### config.mk
export PLATFORM = sky130hd
export DESIGN_NAME = perclk_en_gen
export DESIGN_NICKNAME = d
export VERILOG_FILES = /design/src/rtl/pcg_pkg.sv /design/src/rtl/pcg_regfile.sv /design/src/rtl/pcg_stage.sv /design/src/rtl/pcg_fsm.sv /design/src/rtl/perclk_en_gen.sv
export SDC_FILE = /design/constraint.sdc
export NUM_CORES = 1
export LEC_CHECK = 0
export CORE_AREA = 2 2 61 74
export DETAILED_ROUTE_END_ITERATION = 16
export DIE_AREA = 0 0 63 76
export PLACE_DENSITY = 0.87
export SLEW_MARGIN = 20
export SYNTH_ARGS = -nofsm -noshare
export SYNTH_HDL_FRONTEND = slang
export SYNTH_SLANG_ARGS = --single-unit
### constraint.sdc
create_clock -name clk -period 2.28 [get_ports clk]
set_input_delay 0.456 -clock clk [delete_from_list [all_inputs] [get_ports clk]]
set_output_delay 0.456 -clock clk [all_outputs]
set_load 0.005 [all_outputs]
### src/rtl/pcg_pkg.sv
package pcg_pkg;

    typedef enum logic [1:0] {
        ST_COUNT = 2'd0,
        ST_STALL = 2'd1,
        ST_OFF   = 2'd2
    } pcg_state_e;

    localparam int PCG_OFF_SRC  = 'h00;
    localparam int PCG_OFF_DIV  = 'h04;
    localparam int PCG_OFF_GATE = 'h14;
    localparam int PCG_OFF_STAT = 'h18;

    // A 3-bit code of 1..6 divides by itself; 0 and 7 decode to the invalid ratio 0.
    function automatic logic [2:0] pcg_code_to_div(input logic [2:0] code);
        return (code == 3'd0 || code == 3'd7) ? 3'd0 : code;
    endfunction

    // Two-entry ratio tables used by the single-stage build.
    function automatic logic [2:0] pcg_table_div(input logic pick, input logic hi_table);
        logic [2:0] r;
        if (hi_table) r = pick ? 3'd4 : 3'd2;
        else          r = pick ? 3'd2 : 3'd1;
        return r;
    endfunction

endpackage

### src/rtl/pcg_regfile.sv
module pcg_regfile
    import pcg_pkg::*;
#(
    parameter int ADDR_W = 5,
    parameter int DATA_W = 32,
    parameter int SEL_W  = 2,
    parameter int FLD_W  = 3
) (
    input  logic              clk,
    input  logic              rst_n,
    input  logic              wr,
    input  logic [ADDR_W-1:0] addr,
    input  logic [DATA_W-1:0] wdata,
    input  logic              stalled,
    output logic [SEL_W-1:0]  sel_q,
    output logic [FLD_W-1:0]  d1_q,
    output logic [FLD_W-1:0]  d2_q,
    output logic              dis_q,
    output logic [SEL_W-1:0]  sel_n,
    output logic [FLD_W-1:0]  d1_n,
    output logic [FLD_W-1:0]  d2_n,
    output logic              dis_n,
    output logic              cfg_wr,
    output logic              err_clr,
    output logic              err_q,
    output logic [DATA_W-1:0] rdata
);

    localparam logic [ADDR_W-1:0] A_SRC  = ADDR_W'(PCG_OFF_SRC);
    localparam logic [ADDR_W-1:0] A_DIV  = ADDR_W'(PCG_OFF_DIV);
    localparam logic [ADDR_W-1:0] A_GATE = ADDR_W'(PCG_OFF_GATE);
    localparam logic [ADDR_W-1:0] A_STAT = ADDR_W'(PCG_OFF_STAT);

    logic hit_src, hit_div, hit_gate;
    logic unused_wdata;

    assign hit_src  = wr && (addr == A_SRC);
    assign hit_div  = wr && (addr == A_DIV);
    assign hit_gate = wr && (addr == A_GATE);
    assign cfg_wr   = hit_src || hit_div || hit_gate;
    assign err_clr  = wr && (addr == A_STAT) && wdata[0];

    assign sel_n = hit_src  ? wdata[SEL_W-1:0]         : sel_q;
    assign d1_n  = hit_div  ? wdata[FLD_W-1:0]         : d1_q;
    assign d2_n  = hit_div  ? wdata[2*FLD_W-1:FLD_W]   : d2_q;
    assign dis_n = hit_gate ? wdata[0]                 : dis_q;

    assign unused_wdata = ^wdata[DATA_W-1:2*FLD_W];

    always_ff @(posedge clk) begin
        if (!rst_n) begin
            sel_q <= '0;
            d1_q  <= FLD_W'(1);
            d2_q  <= FLD_W'(1);
            dis_q <= 1'b0;
            err_q <= 1'b0;
        end else begin
            sel_q <= sel_n;
            d1_q  <= d1_n;
            d2_q  <= d2_n;
            dis_q <= dis_n;
            // A live stall outranks a clear request.
            err_q <= (err_q & ~err_clr) | stalled;
        end
    end

    always_comb begin
        rdata = '0;
        case (addr)
            A_SRC:   rdata[SEL_W-1:0]   = sel_q;
            A_DIV:   rdata[2*FLD_W-1:0] = {d2_q, d1_q};
            A_GATE:  rdata[0]           = dis_q;
            A_STAT:  rdata[0]           = err_q;
            default: rdata              = '0;
        endcase
    end

endmodule

### src/rtl/pcg_stage.sv
module pcg_stage #(
    parameter int W = 3
) (
    input  logic         clk,
    input  logic         rst_n,
    input  logic         clr,
    input  logic         adv,
    input  logic [W-1:0] div,
    output logic         last,
    output logic         wrap
);

    logic [W-1:0] cnt_q;

    assign last = (cnt_q == div - 1'b1);
    assign wrap = adv & last;

    always_ff @(posedge clk) begin
        if (!rst_n)      cnt_q <= '0;
        else if (clr)    cnt_q <= '0;
        else if (adv)    cnt_q <= last ? '0 : cnt_q + 1'b1;
    end

endmodule

### src/rtl/pcg_fsm.sv
module pcg_fsm
    import pcg_pkg::*;
(
    input  logic clk,
    input  logic rst_n,
    input  logic dis_n,
    input  logic valid_n,
    output logic counting,
    output logic stalled
);

    pcg_state_e state_q, state_n;

    always_comb begin
        state_n = state_q;
        unique case (state_q)
            ST_COUNT: begin
                if (dis_n)         state_n = ST_OFF;
                else if (!valid_n) state_n = ST_STALL;
            end
            ST_STALL: begin
                if (dis_n)         state_n = ST_OFF;
                else if (valid_n)  state_n = ST_COUNT;
            end
            ST_OFF: begin
                if (!dis_n)        state_n = valid_n ? ST_COUNT : ST_STALL;
            end
            default:               state_n = ST_OFF;
        endcase
    end

    always_ff @(posedge clk) begin
        if (!rst_n) state_q <= ST_COUNT;
        else        state_q <= state_n;
    end

    always_comb begin
        counting = 1'b0;
        stalled  = 1'b0;
        unique case (state_q)
            ST_COUNT: counting = 1'b1;
            ST_STALL: stalled  = 1'b1;
            ST_OFF:   ;
            default:  ;
        endcase
    end

endmodule

### src/rtl/perclk_en_gen.sv
module perclk_en_gen
    import pcg_pkg::*;
#(
    parameter int ADDR_W     = 5,
    parameter int NSRC       = 4,
    parameter int SINGLE_DIV = 0,
    parameter int TABLE_HI   = 0
) (
    input  logic              clk,
    input  logic              rst_n,
    input  logic [NSRC-1:0]   src_tick,
    input  logic              reg_wr,
    input  logic [ADDR_W-1:0] reg_addr,
    input  logic [31:0]       reg_wdata,
    output logic [31:0]       reg_rdata,
    output logic              clk_en_o
);

    localparam int SEL_W  = (NSRC > 1) ? $clog2(NSRC) : 1;
    localparam int FLD_W  = 3;
    localparam int DATA_W = 32;

    logic [SEL_W-1:0] sel_q, sel_n;
    logic [FLD_W-1:0] d1_q, d2_q, d1_n, d2_n;
    logic             dis_q, dis_n, cfg_wr, err_clr, err_q;
    logic             counting, stalled, valid_n;
    logic [FLD_W-1:0] div_a, div_b;
    logic             sel_tick, adv_a, clr_cnt;
    logic             last_a, wrap_a, last_b, wrap_b;
    logic             unused_sel;

    pcg_regfile #(
        .ADDR_W(ADDR_W), .DATA_W(DATA_W), .SEL_W(SEL_W), .FLD_W(FLD_W)
    ) u_regs (
        .clk(clk), .rst_n(rst_n), .wr(reg_wr), .addr(reg_addr), .wdata(reg_wdata),
        .stalled(stalled),
        .sel_q(sel_q), .d1_q(d1_q), .d2_q(d2_q), .dis_q(dis_q),
        .sel_n(sel_n), .d1_n(d1_n), .d2_n(d2_n), .dis_n(dis_n),
        .cfg_wr(cfg_wr), .err_clr(err_clr), .err_q(err_q), .rdata(reg_rdata)
    );

    assign unused_sel = ^sel_n;

    generate
        if (SINGLE_DIV != 0) begin : g_single
            logic unused_fields;
            assign div_a   = pcg_table_div(d1_q[0], TABLE_HI != 0);
            assign div_b   = FLD_W'(1);
            assign valid_n = 1'b1;
            assign unused_fields = ^{d1_q[FLD_W-1:1], d2_q, d1_n, d2_n};
        end else begin : g_double
            assign div_a   = pcg_code_to_div(d1_q);
            assign div_b   = pcg_code_to_div(d2_q);
            assign valid_n = (pcg_code_to_div(d1_n) != 3'd0) &&
                             (pcg_code_to_div(d2_n) != 3'd0);
        end
    endgenerate

    pcg_fsm u_fsm (
        .clk(clk), .rst_n(rst_n), .dis_n(dis_n), .valid_n(valid_n),
        .counting(counting), .stalled(stalled)
    );

    assign sel_tick = src_tick[sel_q];
    assign adv_a    = sel_tick & counting & ~cfg_wr;
    assign clr_cnt  = cfg_wr | ~counting;

    pcg_stage #(.W(FLD_W)) u_stage_a (
        .clk(clk), .rst_n(rst_n), .clr(clr_cnt), .adv(adv_a), .div(div_a),
        .last(last_a), .wrap(wrap_a)
    );

    pcg_stage #(.W(FLD_W)) u_stage_b (
        .clk(clk), .rst_n(rst_n), .clr(clr_cnt), .adv(wrap_a), .div(div_b),
        .last(last_b), .wrap(wrap_b)
    );

    assign clk_en_o = wrap_b;

endmodule

==> tab_implementation.tex, run 1 <==
\begin{tabular}{lr}
\hline
Metric & Value \\
\hline
\multicolumn{2}{l}{\textbf{Run status}} \\
Outcome & finished, violations left \\
Violations in the final reports & negative setup slack \\
\multicolumn{2}{l}{\textbf{Final layout}} \\
Leading cell types in the layout, fill and taps excluded & conb\_1 (26), buf\_4 (16), dfxtp\_1 (16) \\
Multi-input gate area & $\sim$980 um2 \\
Final instance area & 0.001891 mm2 \\
Fill cells & 398 \\
Sequential standard cell area & about 360 um2 \\
Total inserted antenna cells & 0 \\
Fraction of layout instances using a drive strength above 1 & roughly 24\% \\
Number of nets in the layout & 262 \\
Area Overhead vs Synth & 38.12\% \\
Most common cell after layout, fill and taps aside & conb\_1 \\
\multicolumn{2}{l}{\textbf{Pwr}} \\
Peak supply drop & about 0.00036 V \\
Overall power consumption & 0.7457 mW \\
Sequential Power Share & $\sim$44\% \\
Total power density per cell area & $\sim$390 mW/mm2 \\
Internal power contribution & 0.5513 mW \\
Net Sw Power & 0.1944 mW \\
Cell leakage power & approximately 0.89 nW \\
Part of the total power dissipated in the clock network & 36.4\% \\
Portion of total power attributed to combinational logic & between 20\% and 30\% \\
Switching Fraction & approximately a quarter \\
\multicolumn{2}{l}{\textbf{Logic synthesis}} \\
Post-synth top flop & dfxtp\_1 \\
Area share of the largest cell type after synthesis & between 20\% and 30\% \\
Cell area after synthesis & 0.001369 mm2 \\
Cell types occupying the most area after synthesis & dfxtp\_1 (26\%), buf\_4 (14\%), mux2i\_1 (8.8\%), ha\_1 (5.5\%), nor2b\_1 (5.5\%) \\
Synth Instances & about 170 \\
Number of synthesized flops with an enable pin & 0 \\
Register bit count reported by yosys & 18 \\
Cell type with the highest aggregate area in the netlist & dfxtp\_1 \\
Average instance area after synthesis & around 8.2 um2 \\
Count of unique library cells instantiated by Yosys & 38 \\
Sequential share of the synthesized area & between 20\% and 30\% \\
Post-synth ARST share & 0\% \\
Yosys warnings & 0 \\
\multicolumn{2}{l}{\textbf{Die}} \\
Die Height & 76 um \\
Core footprint & a little over 0.004 mm2 \\
FP Rows & 26 \\
Die X-Extent & approximately 63 um \\
Number of primary I/O pins & 77 \\
Total Die Area & approximately 0.0048 mm2 \\
Initial cell density of the core & 33.13\% \\
\multicolumn{2}{l}{\textbf{Route}} \\
Mean number of vias per cell & 4.633 \\
1st-pass router iterations & 4 \\
Residual DRC & 0 \\
Routed length per placed instance & around 11 um \\
Total length of routed wires & $\sim$3.0 mm \\
Count of vias placed by the detailed router & roughly 1.2k \\
Antenna Violating Nets Remaining & 0 \\
First-iteration detailed-routing DRC count & 21 \\
\multicolumn{2}{l}{\textbf{STA}} \\
Final hold violations & 0 \\
Clock period minus worst slack & 2.341 ns \\
Setup repair after global routing missed its margin & true \\
Final setup margin & -0.06126 ns \\
Fraction of the cycle the final worst path needs & 102.7\% \\
Setup clock skew after layout & $\sim$0.0048 ns \\
\# setup viols final & 1 \\
Fmax & approximately 0.43 GHz \\
Final number of max-transition violations & 0 \\
Post-Route Setup TNS & -0.06126 ns \\
\multicolumn{2}{l}{\textbf{Worst setup path}} \\
Endpoint of the most critical register-to-register path & u\_stage\_b.cnt\_q[1] \\
Critical Setup Path Class & flip-flop to primary output \\
Sequence of cells on the critical path & buf\_6 -> or4b\_4 -> o31ai\_4 -> xor2\_2 -> nand4b\_4 -> nor2\_2 -> buf\_2 \\
Cell family with the largest share of critical-path delay & simple AND/OR/NAND/NOR gates \\
Maximum net fanout on the critical path & 4 \\
Required arrival time at the worst endpoint & between 1.5 and 2 ns \\
Worst setup slack for register-to-register paths & $\sim$0.020 ns \\
Buffering stage count on the worst path with inverters included & 2 \\
Worst setup EP type & primary output \\
Arr. time, crit path & about 1.9 ns \\
Startpoint of the worst-slack reg-to-reg timing path & u\_regs.d1\_q[1] \\
Standard cell with the maximum stage delay on the critical path & or4b\_4 \\
Kind of launch point of the worst setup path & flip-flop \\
Stage delay of the slowest cell on the critical path & around 0.54 ns \\
Cell depth of the worst flop-to-flop path & 8 \\
\multicolumn{2}{l}{\textbf{Global route}} \\
Total Routing Usage GR & $\sim$13\% \\
Total grt overflow & 0 \\
First-pass GRT wire length & slightly above 5 mm \\
Largest net degree at the start of global routing & 14 \\
Number of antenna violations at the first check in global routing & 0 \\
Via count of the first global-routing pass & between 1k and 1.5k \\
\multicolumn{2}{l}{\textbf{Worst hold path}} \\
End point of the worst hold path & u\_regs.err\_q \\
Type of the worst min-delay path & flip-flop to flip-flop \\
Hold path cells & 2 \\
Worst hold start & u\_regs.err\_q \\
\multicolumn{2}{l}{\textbf{CTS}} \\
Total CTS buffers & 3 \\
Clock-pin slew of the registers on the worst-case setup and hold paths & around 0.07 ns \\
CTS tree & done \\
Number of buffers between clock root and the deepest sink & 2 \\
Clk\_lat worst skew & $\sim$0.26 ns \\
Hold-fix buffer count after cts & 0 \\
Htree depth & 1 \\
Clock root cell & clkbuf\_8 \\
Clock sinks & 18 \\
Buffer count from post-CTS setup fixing & 0 \\
\multicolumn{2}{l}{\textbf{Job}} \\
Max-capacitance violation count & 0 \\
\multicolumn{2}{l}{\textbf{Placement}} \\
Total half-perimeter wirelength after legalization and detailed placement & between 2 and 2.5 mm \\
Routability congestion estimate from global placement & 0.8312 \\
Instance area after placement & about 0.0017 mm2 \\
Placement-stage worst setup slack & -0.5820 ns \\
Port buffer count & 24 \\
\hline
\end{tabular}
==> routing by layer <==
metal	part of all wire [%]	track usage, %	up-vias
met1	40	14.88	567
met2	53	24.68	48
li1	-	-	611
met3	4.6	1.477	11
met4	3.0	6.889	0
met5	0	0	-
==> worst max-delay path by stage <==
stage                   startpoint            endpoint  slack [ns]  depth (start not counted)
floorplan           u_regs.d1_q[0]  u_stage_b.cnt_q[2]        0.11                          7
global placement            reg_wr            clk_en_o       -0.57                          7
detailed placement          reg_wr            clk_en_o       -0.58                          7
CTS                         reg_wr            clk_en_o       -0.14                          7
global route        u_regs.d1_q[1]            clk_en_o       -0.16                          7
finish              u_regs.d1_q[1]            clk_en_o       -0.06                          7
==> cells in the mapped netlist (3+ instances only) <==
library cell / count
a21oi_1: 6
and2_1: 3
and3_1: 3
buf_4: 26
dfxtp_1: 18
ha_1: 6
inv_1: 6
mux2i_1: 12
nand2_1: 14
nand3_1: 7
nor2_1: 10
nor2b_1: 12
nor3_1: 5
o21ai_0: 4
or3b_2: 3
xnor2_1: 3
xor2_1: 3
==> sequential cells by signal, summed over array words and instances, names as in the netlist <==
name             cells
u_stage_a.cnt_q      3
u_fsm.state_q        2
u_regs.err_q         1
u_regs.d2_q          3
u_regs.dis_q         1
u_regs.sel_q         2
u_regs.d1_q          3
u_stage_b.cnt_q      3
==> logic make-up (layout without fill, tap and decap cells) <==
group	Yosys count	after routing	share of synthesized area, %
other	1	26	0.2740
DFF	18	18	26.33
xor gates and xnor gates	6	6	3.840
adders and majority gates	6	6	5.484
buffers and inverters	34	54	16.45
and+or+nand+nor	71	71	29.34
AOI/OAI and AO/OA	16	16	7.040
muxes	14	14	11.24
==> per-stage QoR <==
| stage | hold slack, ns | cells | utilization (%) |
|---|---|---|---|
| 2_1_floorplan | 0.4576 | 191 | - |
| 3_3_place_gp | 0.4692 | 263 | 41.64 |
| 3_5_place_dp | 0.4953 | 263 | 41.64 |
| 4_1_cts | 0.5051 | 267 | 43.64 |
| 5_1_grt | 0.5488 | 267 | 45.76 |
| 6_report | 0.5112 | 267 | 45.76 |
==> worst reg2reg max path, cell delays in order, from the launching register on <==
cell,delay (ns)
dfxtp_2,0.34
buf_6,0.12
or4b_4,0.54
o31ai_4,0.08
xor2_2,0.22
nand4b_4,0.12
buf_4,0.17
or3b_2,0.45
a21oi_2,0.15
==> power groups by stage <==
stage                     Clock, mW  Sequential (mW)  Combinational (mW)
after floorplan                   0            0.331              0.0954
final                         0.271            0.325               0.149
after CTS                     0.270            0.325               0.141
after global routing          0.288            0.326               0.164
after global placement            0            0.332               0.135
after detailed placement          0            0.332               0.139
==> what timing repair did <==
item                                    in CTS  in global routing
gates resized for setup                     24                 20
pin swaps                                    7                  8
endpoints found under the setup margin      10                  7
==> cell type report <==
class                           count  share of cell area, %
Timing Repair Buffer               44                  21.11
Inverter                            6                  1.191
Sequential cell                    18                  19.19
Multi-Input combinational cell    139                  51.89
Tap cell                           56                  3.706
Clock buffer                        4                  2.912
Power figures use the tool's default switching activity.
==> run 2: changes to the inputs <==
Settings changed: SLEW_MARGIN 20 to 15.
==> results of run 2 <==
No change in the layout: final DEF, timing and power equal those of run 1.
